===== config.mk =====
export PLATFORM = sky130hd
export DESIGN_NAME = net_test_diag
export DESIGN_NICKNAME = d
export VERILOG_FILES = /design/src/rtl/net_test_pkg.sv /design/src/rtl/net_code_column.sv /design/src/rtl/net_test_seq.sv /design/src/rtl/net_test_judge.sv /design/src/rtl/net_test_diag.sv
export SDC_FILE = /design/constraint.sdc
export NUM_CORES = 1
export LEC_CHECK = 0
export BUFFER_PORTS_ARGS = -buffer_cell sky130_fd_sc_hd__buf_2
export CAP_MARGIN = 20
export CORE_MARGIN = 3
export CORE_UTILIZATION = 61
export CTS_CLUSTER_DIAMETER = 60
export DETAILED_ROUTE_END_ITERATION = 12
export GPL_TIMING_DRIVEN = 0
export PLACE_DENSITY = 0.82
export SLEW_MARGIN = 20
export SYNTH_ARGS = -nofsm -noshare
export SYNTH_HDL_FRONTEND = slang
export SYNTH_SLANG_ARGS = --single-unit

===== constraint.sdc =====
create_clock -name clk -period 4.2 [get_ports clk]
set_input_delay 0.21 -clock clk [delete_from_list [all_inputs] [get_ports clk]]
set_output_delay 0.21 -clock clk [all_outputs]
set_load 0.02 [all_outputs]

===== src/rtl/net_test_pkg.sv =====
package net_test_pkg;

  typedef enum logic [1:0] {
    ST_IDLE = 2'd0,
    ST_RUN  = 2'd1,
    ST_DONE = 2'd2
  } seq_state_e;

  // Code for net idx: base idx+1 in base_w bits, top bit makes ones-count odd.
  function automatic logic [31:0] net_code(int unsigned idx, int unsigned base_w);
    logic [31:0] base;
    logic [31:0] mask;
    logic        par;
    mask = (32'd1 << base_w) - 32'd1;
    base = (idx + 32'd1) & mask;
    par  = ~(^base);
    return base | ({31'd0, par} << base_w);
  endfunction

endpackage


===== src/rtl/net_code_column.sv =====
module net_code_column #(
  parameter int N      = 12,
  parameter int BASE_W = 4,
  parameter int CODE_W = 5,
  parameter int STEP_W = 3
) (
  input  logic [STEP_W-1:0] step,
  output logic [N-1:0]      column
);
  import net_test_pkg::*;

  for (genvar gi = 0; gi < N; gi++) begin : g_net
    localparam logic [CODE_W-1:0] CODE = CODE_W'(net_code(gi, BASE_W));
    assign column[gi] = CODE[step];
  end

endmodule


===== src/rtl/net_test_seq.sv =====
module net_test_seq #(
  parameter int CODE_W = 5,
  parameter int STEP_W = 3
) (
  input  logic              clk,
  input  logic              rst_n,
  input  logic              start,
  output logic              busy,
  output logic              done,
  output logic              capture,
  output logic              finish,
  output logic [STEP_W-1:0] step
);
  import net_test_pkg::*;

  localparam logic [STEP_W-1:0] LAST = STEP_W'(CODE_W - 1);

  seq_state_e        state_q, state_d;
  logic [STEP_W-1:0] step_q, step_d;
  logic              adv_en;

  assign adv_en = start | (state_q == ST_RUN);

  always_comb begin
    state_d = state_q;
    step_d  = step_q;
    if (start) begin
      state_d = ST_RUN;
      step_d  = '0;
    end else if (state_q == ST_RUN) begin
      if (step_q == LAST) begin
        state_d = ST_DONE;
        step_d  = '0;
      end else begin
        step_d = step_q + 1'b1;
      end
    end
  end

  always_ff @(posedge clk or negedge rst_n) begin
    if (!rst_n) begin
      state_q <= ST_IDLE;
      step_q  <= '0;
    end else if (adv_en) begin
      state_q <= state_d;
      step_q  <= step_d;
    end
  end

  assign busy    = (state_q == ST_RUN);
  assign done    = (state_q == ST_DONE);
  assign capture = busy & ~start;
  assign finish  = capture & (step_q == LAST);
  assign step    = step_q;

  // step index never leaves the code length
  p_step_bound_r1: assert property (@(posedge clk) disable iff (!rst_n)
    step_q <= LAST);

  // final capture is followed by the done state
  p_done_latency_r2: assert property (@(posedge clk) disable iff (!rst_n)
    finish |=> (state_q == ST_DONE));

  // any start restarts at step 0
  p_restart_r8: assert property (@(posedge clk) disable iff (!rst_n)
    start |=> (busy && step_q == '0));

  // done is held until the next start
  p_done_hold_r7: assert property (@(posedge clk) disable iff (!rst_n)
    (done && !start) |=> done);

endmodule


===== src/rtl/net_test_judge.sv =====
module net_test_judge #(
  parameter int N      = 12,
  parameter int BASE_W = 4,
  parameter int CODE_W = 5
) (
  input  logic         clk,
  input  logic         rst_n,
  input  logic         clear,
  input  logic         capture,
  input  logic         finish,
  input  logic [N-1:0] sense,
  output logic [N-1:0] open_q,
  output logic [N-1:0] short_q
);
  import net_test_pkg::*;

  logic [N-1:0] open_d, short_d;
  logic         flag_en;

  assign flag_en = clear | finish;

  for (genvar gi = 0; gi < N; gi++) begin : g_net
    localparam logic [CODE_W-1:0] OWN = CODE_W'(net_code(gi, BASE_W));
    logic [CODE_W-1:0] rx_q, rx_d;
    logic              rx_en;

    assign rx_en = clear | capture;

    always_comb begin
      rx_d = {sense[gi], rx_q[CODE_W-1:1]};
      if (clear) rx_d = '0;
    end

    always_ff @(posedge clk or negedge rst_n) begin
      if (!rst_n)     rx_q <= '0;
      else if (rx_en) rx_q <= rx_d;
    end

    always_comb begin
      open_d[gi]  = 1'b0;
      short_d[gi] = 1'b0;
      if (!clear) begin
        open_d[gi]  = (rx_d == '0);
        short_d[gi] = (rx_d != '0) && (rx_d != OWN);
      end
    end
  end

  always_ff @(posedge clk or negedge rst_n) begin
    if (!rst_n) begin
      open_q  <= '0;
      short_q <= '0;
    end else if (flag_en) begin
      open_q  <= open_d;
      short_q <= short_d;
    end
  end

  // a net is never both open and shorted
  p_flags_excl_r5: assert property (@(posedge clk) disable iff (!rst_n)
    (open_q & short_q) == '0);

  // verdict frozen between updates
  p_flags_hold_r7: assert property (@(posedge clk) disable iff (!rst_n)
    (!clear && !finish) |=> ($stable(open_q) && $stable(short_q)));

  // start clears the verdict
  p_flags_clear_r7: assert property (@(posedge clk) disable iff (!rst_n)
    clear |=> (open_q == '0 && short_q == '0));

endmodule


===== src/rtl/net_test_diag.sv =====
module net_test_diag #(
  parameter int N = 12
) (
  input  logic         clk,
  input  logic         rst_n,
  input  logic         start,
  input  logic [N-1:0] sense,
  output logic [N-1:0] drive,
  output logic         done,
  output logic [N-1:0] open_flags,
  output logic [N-1:0] short_flags
);
  localparam int BASE_W = $clog2(N + 2);
  localparam int CODE_W = BASE_W + 1;
  localparam int STEP_W = $clog2(CODE_W);

  logic              busy, capture, finish;
  logic [STEP_W-1:0] step;
  logic [N-1:0]      column;

  initial begin
    if (N < 2) $error("net_test_diag: N must be at least 2");
  end

  net_test_seq #(.CODE_W(CODE_W), .STEP_W(STEP_W)) u_seq (
    .clk(clk), .rst_n(rst_n), .start(start), .busy(busy), .done(done),
    .capture(capture), .finish(finish), .step(step)
  );

  net_code_column #(.N(N), .BASE_W(BASE_W), .CODE_W(CODE_W), .STEP_W(STEP_W)) u_col (
    .step(step), .column(column)
  );

  net_test_judge #(.N(N), .BASE_W(BASE_W), .CODE_W(CODE_W)) u_judge (
    .clk(clk), .rst_n(rst_n), .clear(start), .capture(capture), .finish(finish),
    .sense(sense), .open_q(open_flags), .short_q(short_flags)
  );

  assign drive = busy ? column : '0;

  // nets are quiet while a verdict is shown
  p_drive_quiet_r3: assert property (@(posedge clk) disable iff (!rst_n)
    done |-> (drive == '0));

endmodule


# ---- Word level (Yosys, flattened, before mapping)
# Memory sizes are Yosys's and may differ from the RTL's.
# Index checks and enable logic that the tools add are counted.
dict set report classes {
  addsub 1
  order_cmp 1
  eq_ne 15
  n_mux 55
  bitwise 6
  reduce_logical 40
}
# operator n
set ops {}
lappend ops {{5-bit zero test} 12}
lappend ops {{5-bit 2-to-1 mux} 12}
lappend ops {{5-bit nonzero test} 12}
lappend ops {{1-bit 2-to-1 mux} 36}
lappend ops {{5-bit inequality test (second input constant)} 6}
lappend ops {{1-bit logical AND} 12}
lappend ops {{12-bit 2-to-1 mux} 1}
lappend ops {{5-bit by 3-bit inequality test with 1-bit output (second input constant)} 2}
lappend ops {{5-bit by 4-bit inequality test with 1-bit output (second input constant)} 2}
lappend ops {{3-bit 2-to-1 mux} 3}
lappend ops {{2-bit 2-to-1 mux} 3}
lappend ops {{5-bit by 1-bit inequality test with 1-bit output (second input constant)} 1}
lappend ops {{5-bit by 2-bit inequality test with 1-bit output (second input constant)} 1}
lappend ops {{3-bit by 4-bit less-than comparator with 1-bit output (second input constant)} 1}
lappend ops {{2-bit nonzero test} 2}
lappend ops {{3-bit by 1-bit adder with 3-bit output (second input constant)} 1}
lappend ops {{3-bit equality test (second input constant)} 1}
lappend ops {{1-bit OR} 3}
lappend ops {{3-bit AND reduction} 1}
lappend ops {{1-bit AND} 2}
lappend ops {{2-bit by 1-bit equality test with 1-bit output (second input constant)} 1}
lappend ops {{2-bit equality test (second input constant)} 1}
lappend ops {{2-bit AND reduction} 1}
lappend ops {{1-bit NOT} 1}
dict set report word_totals {
  regBits 89
  rom_bits 96
  in_bits 15
  out_inout_bits 37
  word_cells 146
  n_memories 12
}
# name depth word_bits rd rd_ports_with_merged_regs write_ports line
set mem_list {}
lappend mem_list {{(name not given)} 8 1 1 0 0 net_code_column.sv:14} ;# assign column[gi] = CODE[step];
lappend mem_list {{(name not given)} 8 1 1 0 0 net_code_column.sv:14}
lappend mem_list {{(name not given)} 8 1 1 0 0 net_code_column.sv:14}
lappend mem_list {{(name not given)} 8 1 1 0 0 net_code_column.sv:14}
lappend mem_list {{(name not given)} 8 1 1 0 0 net_code_column.sv:14}
lappend mem_list {{(name not given)} 8 1 1 0 0 net_code_column.sv:14}
lappend mem_list {{6 more memories} - - - - - -}

# ---- Longest topological paths before layout
dict set report logic_depth {
  depth_word 4
  mapped_depth 7
  mapped_depth_nobuf 5
}

# ---- By module
# A second synthesis with hierarchy kept.
dict set report hier_totals {
  cells_unflattened 356
  area_unflattened_um2 3742.3
}
# mod n_inst cells_per_inst area_per_inst_um2 seq_area_each_um2
set modules_own_cells {}
lappend modules_own_cells {net_test_judge 1 293 3215.6 1801.7}
lappend modules_own_cells {net_test_seq 1 29 265.3 125.1}
lappend modules_own_cells {net_code_column 1 21 165.2 0.0}
lappend modules_own_cells {net_test_diag 1 13 96.3 0.0}

# ---- Worst setup path before layout
# OpenSTA, ideal clock, no wires.
dict set report synth_path {
  kind {register to register}
  start {register u_seq.step_q[0], in the netlist u_seq.step[0]}
  end {register u_judge.short_q[10]}
  setup_ps 136
  arrival_ps 1529
  required_ps 4064
  setup_slack_ps 2535
  stages_incl_launch_ff 7
  n_path_buf 1
  synth_period_minus_slack_ps 1665
  path_cell_list {dfrtp_1 -> inv_1 -> ha_1 -> nand4b_4 -> buf_2 -> a2111oi_0 -> nor3_1}
}
dict set report synth_via {
  elab_chain_cells 3
}
# item line
set synth_rtl {}
lappend synth_rtl {{start, declared} net_test_seq.sv:19} ;# logic [STEP_W-1:0] step_q, step_d;
lappend synth_rtl {{start signal, assigned} net_test_seq.sv:46} ;# step_q <= step_d;
lappend synth_rtl {{3-bit equality test} net_test_seq.sv:53} ;# assign finish = capture & (step_q == LAST);
lappend synth_rtl {{1-bit AND} net_test_seq.sv:53}
lappend synth_rtl {{1-bit OR} net_test_judge.sv:20} ;# assign flag_en = clear | finish;
lappend synth_rtl {{end signal, assigned} net_test_judge.sv:55} ;# short_q <= short_d;
lappend synth_rtl {{end, declared} net_test_judge.sv:13} ;# output logic [N-1:0] short_q
# Every way passes these cells.
# A chain may end at the register's enable or synchronous reset.

# ---- Worst setup path after layout
dict set report layout_path {
  start {register u_seq.step_q[0], in the netlist u_seq.step[0]}
  end {register u_judge.open_q[10]}
}
dict set report layout_via {
  elab_chain_cells 3
}
# item line
set layout_rtl {}
lappend layout_rtl {{3-bit equality test} net_test_seq.sv:53}
lappend layout_rtl {{1-bit AND} net_test_seq.sv:53}
lappend layout_rtl {{1-bit OR} net_test_judge.sv:20}
lappend layout_rtl {{end signal, assigned} net_test_judge.sv:54} ;# open_q <= open_d;
lappend layout_rtl {{end, declared} net_test_judge.sv:12} ;# output logic [N-1:0] open_q,
# Every way passes these cells.

==> summary.txt <==
Placement
  – Final HPWL DP: 5.66 mm
  – IO buf count: 50
  – Post-place instance area: 0.00379 sq mm
  – Final GP Congestion: 0.827

Detailed routing
  – 1st-pass router iterations: 4
  – Routed len/inst: 16.4 um
  – Routed Antenna Nets: 0
  – Drt drc: 0
  – Vias per cell: 5.72
  – 1st-iter DRT viols: 280
  – Vias: 2963
  – WL final: 8.50 mm

Worst setup path
  – Crit path cell chain: inv_1, ha_1, nand4b_4, buf_2, clkbuf_1, nand2_1, a21oi_1
  – Cell family with most CP delay: buffers and inverters
  – Arrival time worst endpoint: 2.54 ns
  – Worst Path Buf+Inv: 3
  – Instance count on the critical path: 7
  – Worst setup path endpoint: u_judge.open_q[10]
  – R2r startpoint: u_seq.step[0]
  – Slowest Stage Delay on Critical Path: 0.49 ns
  – Crit. End Element: flip-flop
  – Critical Path RT: 4.48 ns
  – Register-to-Register Path Depth: 7
  – Slowest cell on crit path: clkbuf_1
  – Crit. Startpoint: u_seq.step[0]
  – Worst r2r dst: u_judge.open_q[10]
  – CP Max Fanout: 10
  – Critical path class: flip-flop to flip-flop
  – Startpoint class of the critical path: flip-flop
  – R2r setup slk: 1.94 ns

Layout
  – Layout cells sized above 1: 17.6%
  – Diode count: 0
  – Fin area: 0.00400 sq mm
  – Footprint of the multi-input gates: 0.00137 sq mm
  – P&R area growth vs syn: 16.6%
  – Register Area: 0.00193 sq mm
  – Fillers: 388
  – # nets final: 466

Floorplan
  – Num rows: 26
  – Die area: 0.00655 sq mm
  – # IOs: 52
  – Initial Util: 65.0%
  – Die Ht: 80.9 um
  – Die W: 80.9 um
  – Core ar.: 0.00527 sq mm

Timing
  – Worst hold slack: 0.0934 ns
  – # setup viols final: 0
  – Slew HR: 57.8%
  – Hold Fails Final Rpt: 0
  – Crit path time final: 2.26 ns
  – Fmax: 442 MHz
  – Setup Total Neg Slack: 0 ns
  – Final slew viol count: 0
  – Worst-Margin Slew: 0.633 ns
  – Fin crit share: 53.9%
  – RSZ-0062 raised after global routing: no
  – Setup Skew: 0.00974 ns

Logic synthesis
  – Sequential area share after synthesis: 56.2%
  – Number of synthesized register bits: 77
  – Fraction of registers with async set/reset: 100%
  – Synthesized net count: 403
  – EDFF count, synth: 0
  – Avg Synthesized Cell Area: 8.99 sq um
  – Ys flop type: dfrtp_1
  – Yosys warns: 0
  – Post-Syn Area: 0.00343 sq mm
  – Post-Synthesis Cells: 381
  – Synth unique cells: 23

Global route
  – Largest net degree at the start of global routing: 44
  – Tot GR Track Use: 29.4%
  – First-pass GRT wire length: 14.2 mm
  – Grt total ovfl: 0
  – Initial antenna violation count: 0
  – Vias in the first global route: 2904

Worst hold path
  – Worst hold path class: input pin to flip-flop

Clocking
  – Clk buf depth: 2
  – Resize count post-CTS: 0
  – Setup Fix Bufs, Post-CTS: 0
  – Clk Latency, worst-skew pair: 0.36 ns
  – CTS H-tree lvls: 3
  – TritonCTS clock tree: built
  – Clock Pin Slew Worst Setup and Hold Paths: 0.07 ns
  – TritonCTS Buffers: 9
  – CTS sink cnt: 77
  – Root Buffer Master: clkbuf_8
  – Hold-fix buffer count after cts: 1

Status
  – Outcome: finished clean

Pwr
  – PD cells: 558 mW/mm^2
  – LEAKAGE: 1.89 nW
  – Peak supply drop: 336 uV

Flow run
  – Max cap viols: 0
[per-layer routing]
layer	up-vias	track usage, %	routed length, um
met2	106	47.7	4150
met5	-	0	0
met1	1409	38.3	3580
met4	0	11.1	177
met3	26	7.21	601
li1	1422	-	-
[per-stage QoR]
stage | total power, mW | std cells | utilization, % | setup slack (ns)
detailed placement | 1.66 | 502 | 71.8 | 1.99
floorplan | 1.40 | 381 | - | 2.53
finish | 2.23 | 518 | 75.8 | 1.94
global route | 2.35 | 518 | 75.8 | 1.80
CTS | 2.23 | 518 | 75.8 | 1.96
global placement | 1.64 | 501 | 71.4 | 2.02
[tightest hold or removal path: cells and delay by family]
family | cells | cell delay (ns)
buffers and inverters | 1 | 0.10
and+or+nand+nor | 1 | 0.05
AOI/OAI and AO/OA | 1 | 0.05
[layout make-up]
class / instances / share of cell area [%]
Buffer: 27 / 2.91
Clock buffer: 11 / 3.79
Multi-Input combinational cell: 274 / 34.3
Clock inverter: 4 / 1.19
Sequential cell: 77 / 48.2
Tap cell: 70 / 2.19
Inverter: 3 / 0.282
Timing Repair Buffer: 52 / 7.08
[power by group]
part	leakage, nW	switching, mW	total [mW]	internal [mW]
registers	1.04	0.0814	0.913	0.832
clock network	0.101	0.269	0.570	0.302
logic	0.739	0.507	0.744	0.238
[how the worst min path moves through the flow]
stage,startpoint,to,slack [ns],cells after the start
5_1_grt,sense[11],u_judge.g_net[11].rx_q[4],0.1,3
3_5_place_dp,rst_n,u_judge.g_net[5].rx_q[2],0.20,1
6_report,sense[7],u_judge.g_net[7].rx_q[4],0.09,3
3_3_place_gp,sense[1],u_judge.g_net[1].rx_q[4],0.46,3
2_1_floorplan,rst_n,u_judge.g_net[0].rx_q[1],-0.09,0
4_1_cts,sense[1],u_judge.g_net[1].rx_q[4],0.09,3
[kinds of logic (layout without fill, tap and decap cells)]
logic type / after synthesis / after routing / share of synthesized area (%)
AO/OA/AOI/OAI: 77 / 77 / 12.2
adder cells (fa/ha/maj): 7 / 7 / 2.56
buffers and inverters: 30 / 97 / 3.73
flip-flops: 77 / 77 / 56.2
AND/OR/NAND/NOR: 190 / 190 / 25.3
[cell usage after synthesis, types with 3 or more instances]
master     number  area (sq um)
nor3_1         14          70.1
or4_1          12          90.1
clkbuf_1       14          52.6
ha_1            7          87.6
dfrtp_1        77          1930
a21oi_1        68           340
a2111oi_0       8          70.1
buf_2          12          60.1
nor2_1         20          75.1
or3_1          12          75.1
nand2_1       112           420
nand3_1        10          50.1
and3_1          3          18.8
[registers in the layout, indices dropped and copies added (netlist names)]
register            count
u_seq.step              3
u_seq.state_q           2
u_judge.short_q        12
u_judge.g_net.rx_q     48
u_judge.open_q         12
[placed cells by master, fill, tap and decap left out, drive strengths merged, types with 2 or more instances in the layout]
cell type / Yosys / final
a2111oi: 8 / 8
a21oi: 68 / 68
and3: 3 / 3
buf: 13 / 64
or4: 12 / 12
clkinv: 1 / 3
dfrtp: 77 / 77
or3: 12 / 12
nand3: 10 / 10
nor2: 20 / 20
ha: 7 / 7
nor2b: 2 / 2
nor3: 14 / 14
clkbuf: 14 / 25
inv: 2 / 2
nand2: 112 / 112
Note: power is estimated with default switching activity, not from simulation.
